[src/rtl/iir_la_pkg.sv]
package iir_la_pkg;

    // Q-format product of two coefficients, rounded half up and clamped
    // to the coefficient range.
    function automatic int coef_mul_q(input int lhs, input int rhs, input int frac);
        longint lim;
        longint prod;
        lim  = longint'(1) <<< frac;
        prod = (longint'(lhs) * longint'(rhs) + (lim >>> 1)) >>> frac;
        if (prod > lim - 1) begin
            prod = lim - 1;
        end else if (prod < -lim) begin
            prod = -lim;
        end
        return int'(prod);
    endfunction

    // Guard bits kept above the sample width in the recursive state.
    localparam int GUARD_BITS = 16;

endpackage

[src/rtl/iir_la_feedfwd.sv]
module iir_la_feedfwd #(
    parameter int DATA_W  = 16,
    parameter int COEF_W  = 16,
    parameter int FF_W    = DATA_W + COEF_W + 1,
    parameter int COEF_B  = 16384,
    parameter int COEF_AB = 8192
) (
    input  logic                     clk,
    input  logic                     rst,
    input  logic                     in_valid,
    input  logic signed [DATA_W-1:0] in_data,
    output logic                     ff_vld,
    output logic signed [FF_W-1:0]   ff_sum
);

    localparam logic signed [COEF_W-1:0] B_V  = COEF_B[COEF_W-1:0];
    localparam logic signed [COEF_W-1:0] AB_V = COEF_AB[COEF_W-1:0];

    typedef struct packed {
        logic                     cap_v;
        logic signed [DATA_W-1:0] cap_x;
        logic signed [DATA_W-1:0] hist_x;
        logic                     sum_v;
        logic signed [FF_W-1:0]   sum;
    } ff_state_t;

    ff_state_t st_d, st_q;
    logic signed [FF_W-1:0] term_new;
    logic signed [FF_W-1:0] term_old;

    always_comb begin
        st_d     = st_q;
        term_new = FF_W'(B_V) * FF_W'($signed(st_q.cap_x));
        term_old = FF_W'(AB_V) * FF_W'($signed(st_q.hist_x));

        // stage 1: capture the incoming sample
        st_d.cap_v = in_valid;
        if (in_valid) begin
            st_d.cap_x = in_data;
        end

        // stage 2: b*x[n] + ab*x[n-1], then shift the sample history
        st_d.sum_v = st_q.cap_v;
        if (st_q.cap_v) begin
            st_d.sum    = term_new + term_old;
            st_d.hist_x = st_q.cap_x;
        end
    end

    always_ff @(posedge clk) begin
        if (rst) begin
            st_q <= '0;
        end else begin
            st_q <= st_d;
        end
    end

    assign ff_vld = st_q.sum_v;
    assign ff_sum = st_q.sum;

endmodule

[src/rtl/iir_la_feedback.sv]
module iir_la_feedback #(
    parameter int ACC_W    = 47,
    parameter int FF_W     = 33,
    parameter int COEF_W   = 16,
    parameter int COEF_A2  = 8192
) (
    input  logic                    clk,
    input  logic                    rst,
    input  logic                    ff_vld,
    input  logic signed [FF_W-1:0]  ff_sum,
    output logic                    fb_vld,
    output logic signed [ACC_W-1:0] fb_y
);

    localparam int COEF_FRAC = COEF_W - 1;
    localparam int PW        = ACC_W + COEF_FRAC;
    localparam logic signed [COEF_W-1:0] A2_V  = COEF_A2[COEF_W-1:0];
    localparam logic signed [PW-1:0]     HALF  = PW'(1) <<< (COEF_FRAC - 1);
    localparam logic signed [ACC_W-1:0]  Y_MAX = {1'b0, {(ACC_W-1){1'b1}}};
    localparam logic signed [ACC_W-1:0]  Y_MIN = {1'b1, {(ACC_W-1){1'b0}}};

    typedef struct packed {
        logic                    vld;
        logic signed [ACC_W-1:0] y;     // y[n], newest state
        logic signed [ACC_W-1:0] prod;  // round(a^2 * y[n-1]), second loop register
    } fb_state_t;

    fb_state_t st_d, st_q;
    logic signed [ACC_W:0]   sum_w;
    logic signed [ACC_W-1:0] sum_sat;
    logic signed [PW-1:0]    mul_w;
    logic signed [PW-1:0]    mul_rnd;
    logic signed [PW-1:0]    mul_shift;
    logic                    unused_mul_hi;

    always_comb begin
        st_d = st_q;

        // adder half of the loop: delayed product plus feed-forward term
        sum_w = (ACC_W+1)'($signed(st_q.prod)) + (ACC_W+1)'(ff_sum);
        if (sum_w[ACC_W] != sum_w[ACC_W-1]) begin
            sum_sat = sum_w[ACC_W] ? Y_MIN : Y_MAX;
        end else begin
            sum_sat = sum_w[ACC_W-1:0];
        end

        // multiplier half of the loop: a^2 * newest state, rounded half up
        mul_w     = PW'(A2_V) * PW'($signed(st_q.y));
        mul_rnd   = mul_w + HALF;
        mul_shift = mul_rnd >>> COEF_FRAC;

        st_d.vld = ff_vld;
        if (ff_vld) begin
            st_d.y    = sum_sat;
            st_d.prod = mul_shift[ACC_W-1:0];
        end
    end

    assign unused_mul_hi = ^mul_shift[PW-1:ACC_W];

    always_ff @(posedge clk) begin
        if (rst) begin
            st_q <= '0;
        end else begin
            st_q <= st_d;
        end
    end

    assign fb_vld = st_q.vld;
    assign fb_y   = st_q.y;

endmodule

[src/rtl/iir_la_outsat.sv]
module iir_la_outsat #(
    parameter int DATA_W = 16,
    parameter int ACC_W  = 47,
    parameter int COEF_W = 16
) (
    input  logic                     clk,
    input  logic                     rst,
    input  logic                     fb_vld,
    input  logic signed [ACC_W-1:0]  fb_y,
    output logic                     out_valid,
    output logic signed [DATA_W-1:0] out_data
);

    localparam int COEF_FRAC = COEF_W - 1;
    localparam int RW        = ACC_W + 1;
    localparam int HI_W      = RW - DATA_W + 1;
    localparam logic signed [RW-1:0]     HALF  = RW'(1) <<< (COEF_FRAC - 1);
    localparam logic signed [DATA_W-1:0] O_MAX = {1'b0, {(DATA_W-1){1'b1}}};
    localparam logic signed [DATA_W-1:0] O_MIN = {1'b1, {(DATA_W-1){1'b0}}};

    typedef struct packed {
        logic                     vld;
        logic signed [DATA_W-1:0] data;
    } out_state_t;

    out_state_t st_d, st_q;
    logic signed [RW-1:0]     rnd_w;
    logic signed [RW-1:0]     shifted;
    logic        [HI_W-1:0]   hi_bits;
    logic signed [DATA_W-1:0] clipped;

    always_comb begin
        st_d    = st_q;
        rnd_w   = RW'(fb_y) + HALF;
        shifted = rnd_w >>> COEF_FRAC;
        hi_bits = shifted[RW-1:DATA_W-1];
        if ((&hi_bits) || !(|hi_bits)) begin
            clipped = shifted[DATA_W-1:0];
        end else begin
            clipped = shifted[RW-1] ? O_MIN : O_MAX;
        end

        st_d.vld = fb_vld;
        if (fb_vld) begin
            st_d.data = clipped;
        end
    end

    always_ff @(posedge clk) begin
        if (rst) begin
            st_q <= '0;
        end else begin
            st_q <= st_d;
        end
    end

    assign out_valid = st_q.vld;
    assign out_data  = st_q.data;

endmodule

[src/rtl/iir_lookahead.sv]
module iir_lookahead #(
    parameter int DATA_W = 16,
    parameter int COEF_W = 16,
    parameter int COEF_A = 16384,
    parameter int COEF_B = 16384
) (
    input  logic                     clk,
    input  logic                     rst,
    input  logic                     in_valid,
    input  logic signed [DATA_W-1:0] in_data,
    output logic                     out_valid,
    output logic signed [DATA_W-1:0] out_data
);

    import iir_la_pkg::*;

    localparam int COEF_FRAC = COEF_W - 1;
    localparam int ACC_W     = DATA_W + GUARD_BITS + COEF_FRAC;
    localparam int FF_W      = DATA_W + COEF_W + 1;
    localparam int K_A2      = coef_mul_q(COEF_A, COEF_A, COEF_FRAC);
    localparam int K_AB      = coef_mul_q(COEF_A, COEF_B, COEF_FRAC);

    logic                    ff_vld;
    logic signed [FF_W-1:0]  ff_sum;
    logic                    fb_vld;
    logic signed [ACC_W-1:0] fb_y;

    iir_la_feedfwd #(
        .DATA_W (DATA_W),
        .COEF_W (COEF_W),
        .FF_W   (FF_W),
        .COEF_B (COEF_B),
        .COEF_AB(K_AB)
    ) u_ff (
        .clk     (clk),
        .rst     (rst),
        .in_valid(in_valid),
        .in_data (in_data),
        .ff_vld  (ff_vld),
        .ff_sum  (ff_sum)
    );

    iir_la_feedback #(
        .ACC_W  (ACC_W),
        .FF_W   (FF_W),
        .COEF_W (COEF_W),
        .COEF_A2(K_A2)
    ) u_fb (
        .clk   (clk),
        .rst   (rst),
        .ff_vld(ff_vld),
        .ff_sum(ff_sum),
        .fb_vld(fb_vld),
        .fb_y  (fb_y)
    );

    iir_la_outsat #(
        .DATA_W(DATA_W),
        .ACC_W (ACC_W),
        .COEF_W(COEF_W)
    ) u_out (
        .clk      (clk),
        .rst      (rst),
        .fb_vld   (fb_vld),
        .fb_y     (fb_y),
        .out_valid(out_valid),
        .out_data (out_data)
    );

endmodule

[config.mk]
export PLATFORM = sky130hd
export DESIGN_NAME = iir_lookahead
export DESIGN_NICKNAME = d
export VERILOG_FILES = /design/src/rtl/iir_la_pkg.sv /design/src/rtl/iir_la_feedfwd.sv /design/src/rtl/iir_la_feedback.sv /design/src/rtl/iir_la_outsat.sv /design/src/rtl/iir_lookahead.sv
export SDC_FILE = /design/constraint.sdc
export NUM_CORES = 1
export LEC_CHECK = 0
export BUFFER_PORTS_ARGS = -buffer_cell sky130_fd_sc_hd__buf_4
export CORE_MARGIN = 2
export CORE_UTILIZATION = 55
export CTS_CLUSTER_SIZE = 40
export DETAILED_ROUTE_END_ITERATION = 8
export HOLD_SLACK_MARGIN = 0.03
export PLACE_DENSITY_LB_ADDON = 0.15
export RECOVER_POWER = 50
export SLEW_MARGIN = 40
export SYNTH_ARGS = -nofsm -noshare
export SYNTH_HDL_FRONTEND = slang
export SYNTH_SLANG_ARGS = --single-unit
[constraint.sdc]
create_clock -name clk -period 6.7 [get_ports clk]
set_input_delay 0.67 -clock clk [delete_from_list [all_inputs] [get_ports clk]]
set_output_delay 0.67 -clock clk [all_outputs]
set_load 0.03 [all_outputs]
==> results.md <==
* Failing checks: max-capacitance violations, max-slew violations
* Synth area leaders: dfxtp_1, mux2i_1, nor2_1
* Placed Instances at about 1200
* Asr flop ratio synth at 0%
* DR vias at 7132
* Syn Inst Count at about 1000
* R2R cell count at 13
* Ys flop type: dfxtp_1
* Area growth from synthesis to final layout at 8.89%
* Clock network power share at a little over two fifths
* Internal Power at 1.61 mW
* Portion of netlist area occupied by mux cells at under 10%
* PortBufs at 35
* Worst Hold Depth at 3
* Nets at between 1000 and 1500
* Total Routed Length at around 20000 um
* Post-synth EDFFs at 0
* VDD IR max at 192 uV
* Synth Area in XOR/XNOR at a little under a tenth
* HP Start: in_data[1]
* Setup CP Type: flip-flop to flip-flop
* Mapped Nets at about 1100
* Share of layout cells above drive strength 1 at under 10%
* Pwr/cell area at 219 nW/um^2
* Area share of the largest cell type after synthesis at between 30% and 40%
* CTS clock-pin slew for the worst setup and hold paths at ~70 ps
* Clk buf depth at 2
* Slew @ Worst Pin at 1810 ps
* Leakage dissipation at a little under 4 nW
* Drt wl/cell at 15.6 um
* Final min period at about 3600 ps
* Die ar. at ~18000 um^2
* Switching Fraction at 26.6%
* Crit Reg-Reg Endpoint: u_fb.fb_y[45]
* Setup TNS at 0 ps
* Worst hold margin at between 400 and 500 ps
* Mapped Area at around 9200 um^2
* Ant diodes at 0
* Starting density of the core at 56.1%
* DRT antenna net count at 0
* Vias/cell at roughly 5.6
* Worst-path maximum fanout at 4
* Worst EP arrival at 3930 ps
* Clock sinks at ~160
* Final Wtd Congestion at between 0.9 and 1
* Final Hold Fails at 0
* Fin Clk Skew at 10.8 ps
* Die Ht at ~130 um
* H-tree levels at 4
* Synth warn at 0
* Post-CTS Hold Buffers at 0
* Core ar. at 16500 um^2
* Post-route DRC at 0
* PostCTS Resize Cnt at 0
* Number of global-route vias before repair at between 6000 and 7000
* I/O pin count at 36
* GR Overflow Total at 0
* Synth Area in Adders at a little over 7%
* Psw at 0.585 mW
* DR iter-0 viols at 443
* Mean Syn Cell Area at approximately 8.9 um^2
* Finished Cell Area at roughly 10000 um^2
* Initial antenna violation count at 0
* Post-synthesis compound-gate area fraction at between 10% and 20%
* Dpl cell area at 9540 um^2
* Synth cell types at a little over 70
* Max transition margin at -20.6%
* Final Slew Violations at between 40 and 50
* Count leader, synth: nor2_1
* Synth top cells by count: nor2_1, dfxtp_1, mux2i_1
* Yosys reg bits at ~160
* Crit path launch type: flip-flop
* RR Startpoint: u_fb.st_q[13]
* CTS tree: built
* Hold Path Class: input pin to flip-flop
* Total CTS buffers at 17
* DP HPWL at about 14000 um
* Simple-Gate Fraction of Synth Area at around a fifth
* Total track usage at between 20% and 30%
* Clock Latency Late Sink at approximately 430 ps
* First-pass GRT wire length at roughly 34000 um
* Core Util, Final at approximately 61%
* Hold EP: u_ff.st_q[51]
* Placement Rows at 47
* Postcts setup bufs at 0
* Area leader, netlist: dfxtp_1
* Reg2reg setup slack at ~3100 ps
* Final Non-Filler Cells at roughly 1300
* Peak Freq at approximately 280 MHz
* Tcrit/Tclk final at 53.9%
* Die width at about 130 um
* Register area share after synthesis at between 30% and 40%
* Comb power frac at 9.7%
* RSZ-0062 raised after global routing: no
* CTS root buffer: clkbuf_16
* Critical Path RT at approximately 7000 ps
* Sequential power share at 47.3%
* Largest net degree at the start of global routing at around 110
* Drt first pass iters at 6
* Final setup violating endpoints at 0
* CP Capture Type: flip-flop
* MaxCap Viol Count at 1
* Main combinational cell family by area after synthesis: simple AND/OR/NAND/NOR gates
* Status: finished with violations
-- state kept, by name, summed over array words and instances (netlist names) --
| name | cells |
|---|---|
| u_fb.st_q | 45 |
| u_ff.ff_vld | 1 |
| u_out.out_data | 16 |
| u_ff.st_q | 32 |
| u_ff.ff_sum | 18 |
| u_fb.fb_y | 46 |
| u_fb.fb_vld | 1 |
| u_ff.st_d | 1 |
| u_out.out_valid | 1 |
-- critical path: stages, from the launching register on --
cell and delay (ps):
dfxtp_1 350, ha_1 200, inv_1 60, fa_1 400, nor2b_1 160, o31ai_1 120
a22oi_1 360, a31oi_1 330, o31ai_2 410, nand3_1 180, a31oi_1 370, a311o_1 250
xor2_1 80, a22o_1 220
-- cell families (layout without fill, tap and decap cells) --
group	after synthesis	after routing
and+or+nand+nor	362	362
AOI/OAI and AO/OA	208	208
DFF	161	161
xor gates and xnor gates	100	100
muxes	81	81
buffers and inverters	77	82
adders and majority gates	52	52
-- per-layer routing --
layer	GRT usage, %	part of all wire, %	vias up
li1	-	-	3742
met1	32.4	50	3271
met2	36.5	46	103
met3	4.03	3.3	16
met4	7.68	1.1	0
met5	0	0	-
-- power by group through the flow --
stage                     sequential [mW]  clock (mW)  combinational, mW
after CTS                            1.04       0.965              0.217
after global placement               1.06           0              0.208
after detailed placement             1.06           0              0.216
after global routing                 1.05        1.00              0.241
after floorplan                      1.04           0              0.182
final                                1.04       0.945              0.213
-- per-stage QoR --
| step | setup WS [ps] | power, mW |
|---|---|---|
| after global placement | 3200 | 1.27 |
| after global routing | 2890 | 2.29 |
| after CTS | 3090 | 2.22 |
| after detailed placement | 3110 | 1.28 |
| after floorplan | 3730 | 1.22 |
| final | 3090 | 2.20 |
-- cell type report --
cell class / instances / area, um^2
Clock buffer: 20 / 478
Clock inverter: 12 / 95.1
Fill cell: 1446 / 6410
Inverter: 12 / 45.0
Multi-Input combinational cell: 803 / 5690
Sequential cell: 161 / 3230
Tap cell: 220 / 275
Timing Repair Buffer: 38 / 234
-- worst max-delay path by stage --
stage | from | end | slack [ps] | cells past startpoint
6_report | u_fb.st_q[13] | u_fb.fb_y[45] | 3090 | 13
5_1_grt | u_fb.st_q[13] | u_fb.fb_y[45] | 2890 | 13
4_1_cts | u_fb.st_q[13] | u_fb.fb_y[45] | 3090 | 13
3_5_place_dp | u_fb.st_q[13] | u_fb.fb_y[45] | 3110 | 13
3_3_place_gp | u_ff.ff_sum[13] | u_fb.fb_y[45] | 3200 | 13
2_1_floorplan | u_ff.ff_sum[13] | u_fb.fb_y[45] | 3730 | 13
-- cells in the final DEF (no fill, tap or decap), types with 4 or more instances in the layout --
cell type | synthesis | final
a211oi_1 | 42 | 42
a21o_1 | 19 | 19
a21oi_1 | 30 | 30
a221o_1 | 11 | 11
a221o_2 | 5 | 5
a311oi_1 | 16 | 16
a31oi_1 | 15 | 15
and2_1 | 8 | 8
and3_1 | 4 | 4
and4_1 | 6 | 6
buf_4 | 3 | 18
clkbuf_1 | 41 | 18
clkbuf_16 | 0 | 18
dfxtp_1 | 161 | 158
ha_1 | 50 | 50
inv_1 | 12 | 12
inv_6 | 0 | 4
mux2i_1 | 81 | 81
nand2_1 | 47 | 47
nand2b_1 | 8 | 8
nand3_1 | 28 | 28
nand4_1 | 16 | 16
nor2_1 | 168 | 167
nor2_2 | 3 | 4
nor2b_1 | 9 | 9
nor3_1 | 19 | 19
o21ai_0 | 36 | 36
o21bai_1 | 5 | 5
or3_1 | 15 | 15
xnor2_1 | 53 | 53
xor2_1 | 47 | 47
No activity file was read; power rests on OpenSTA's default activity.
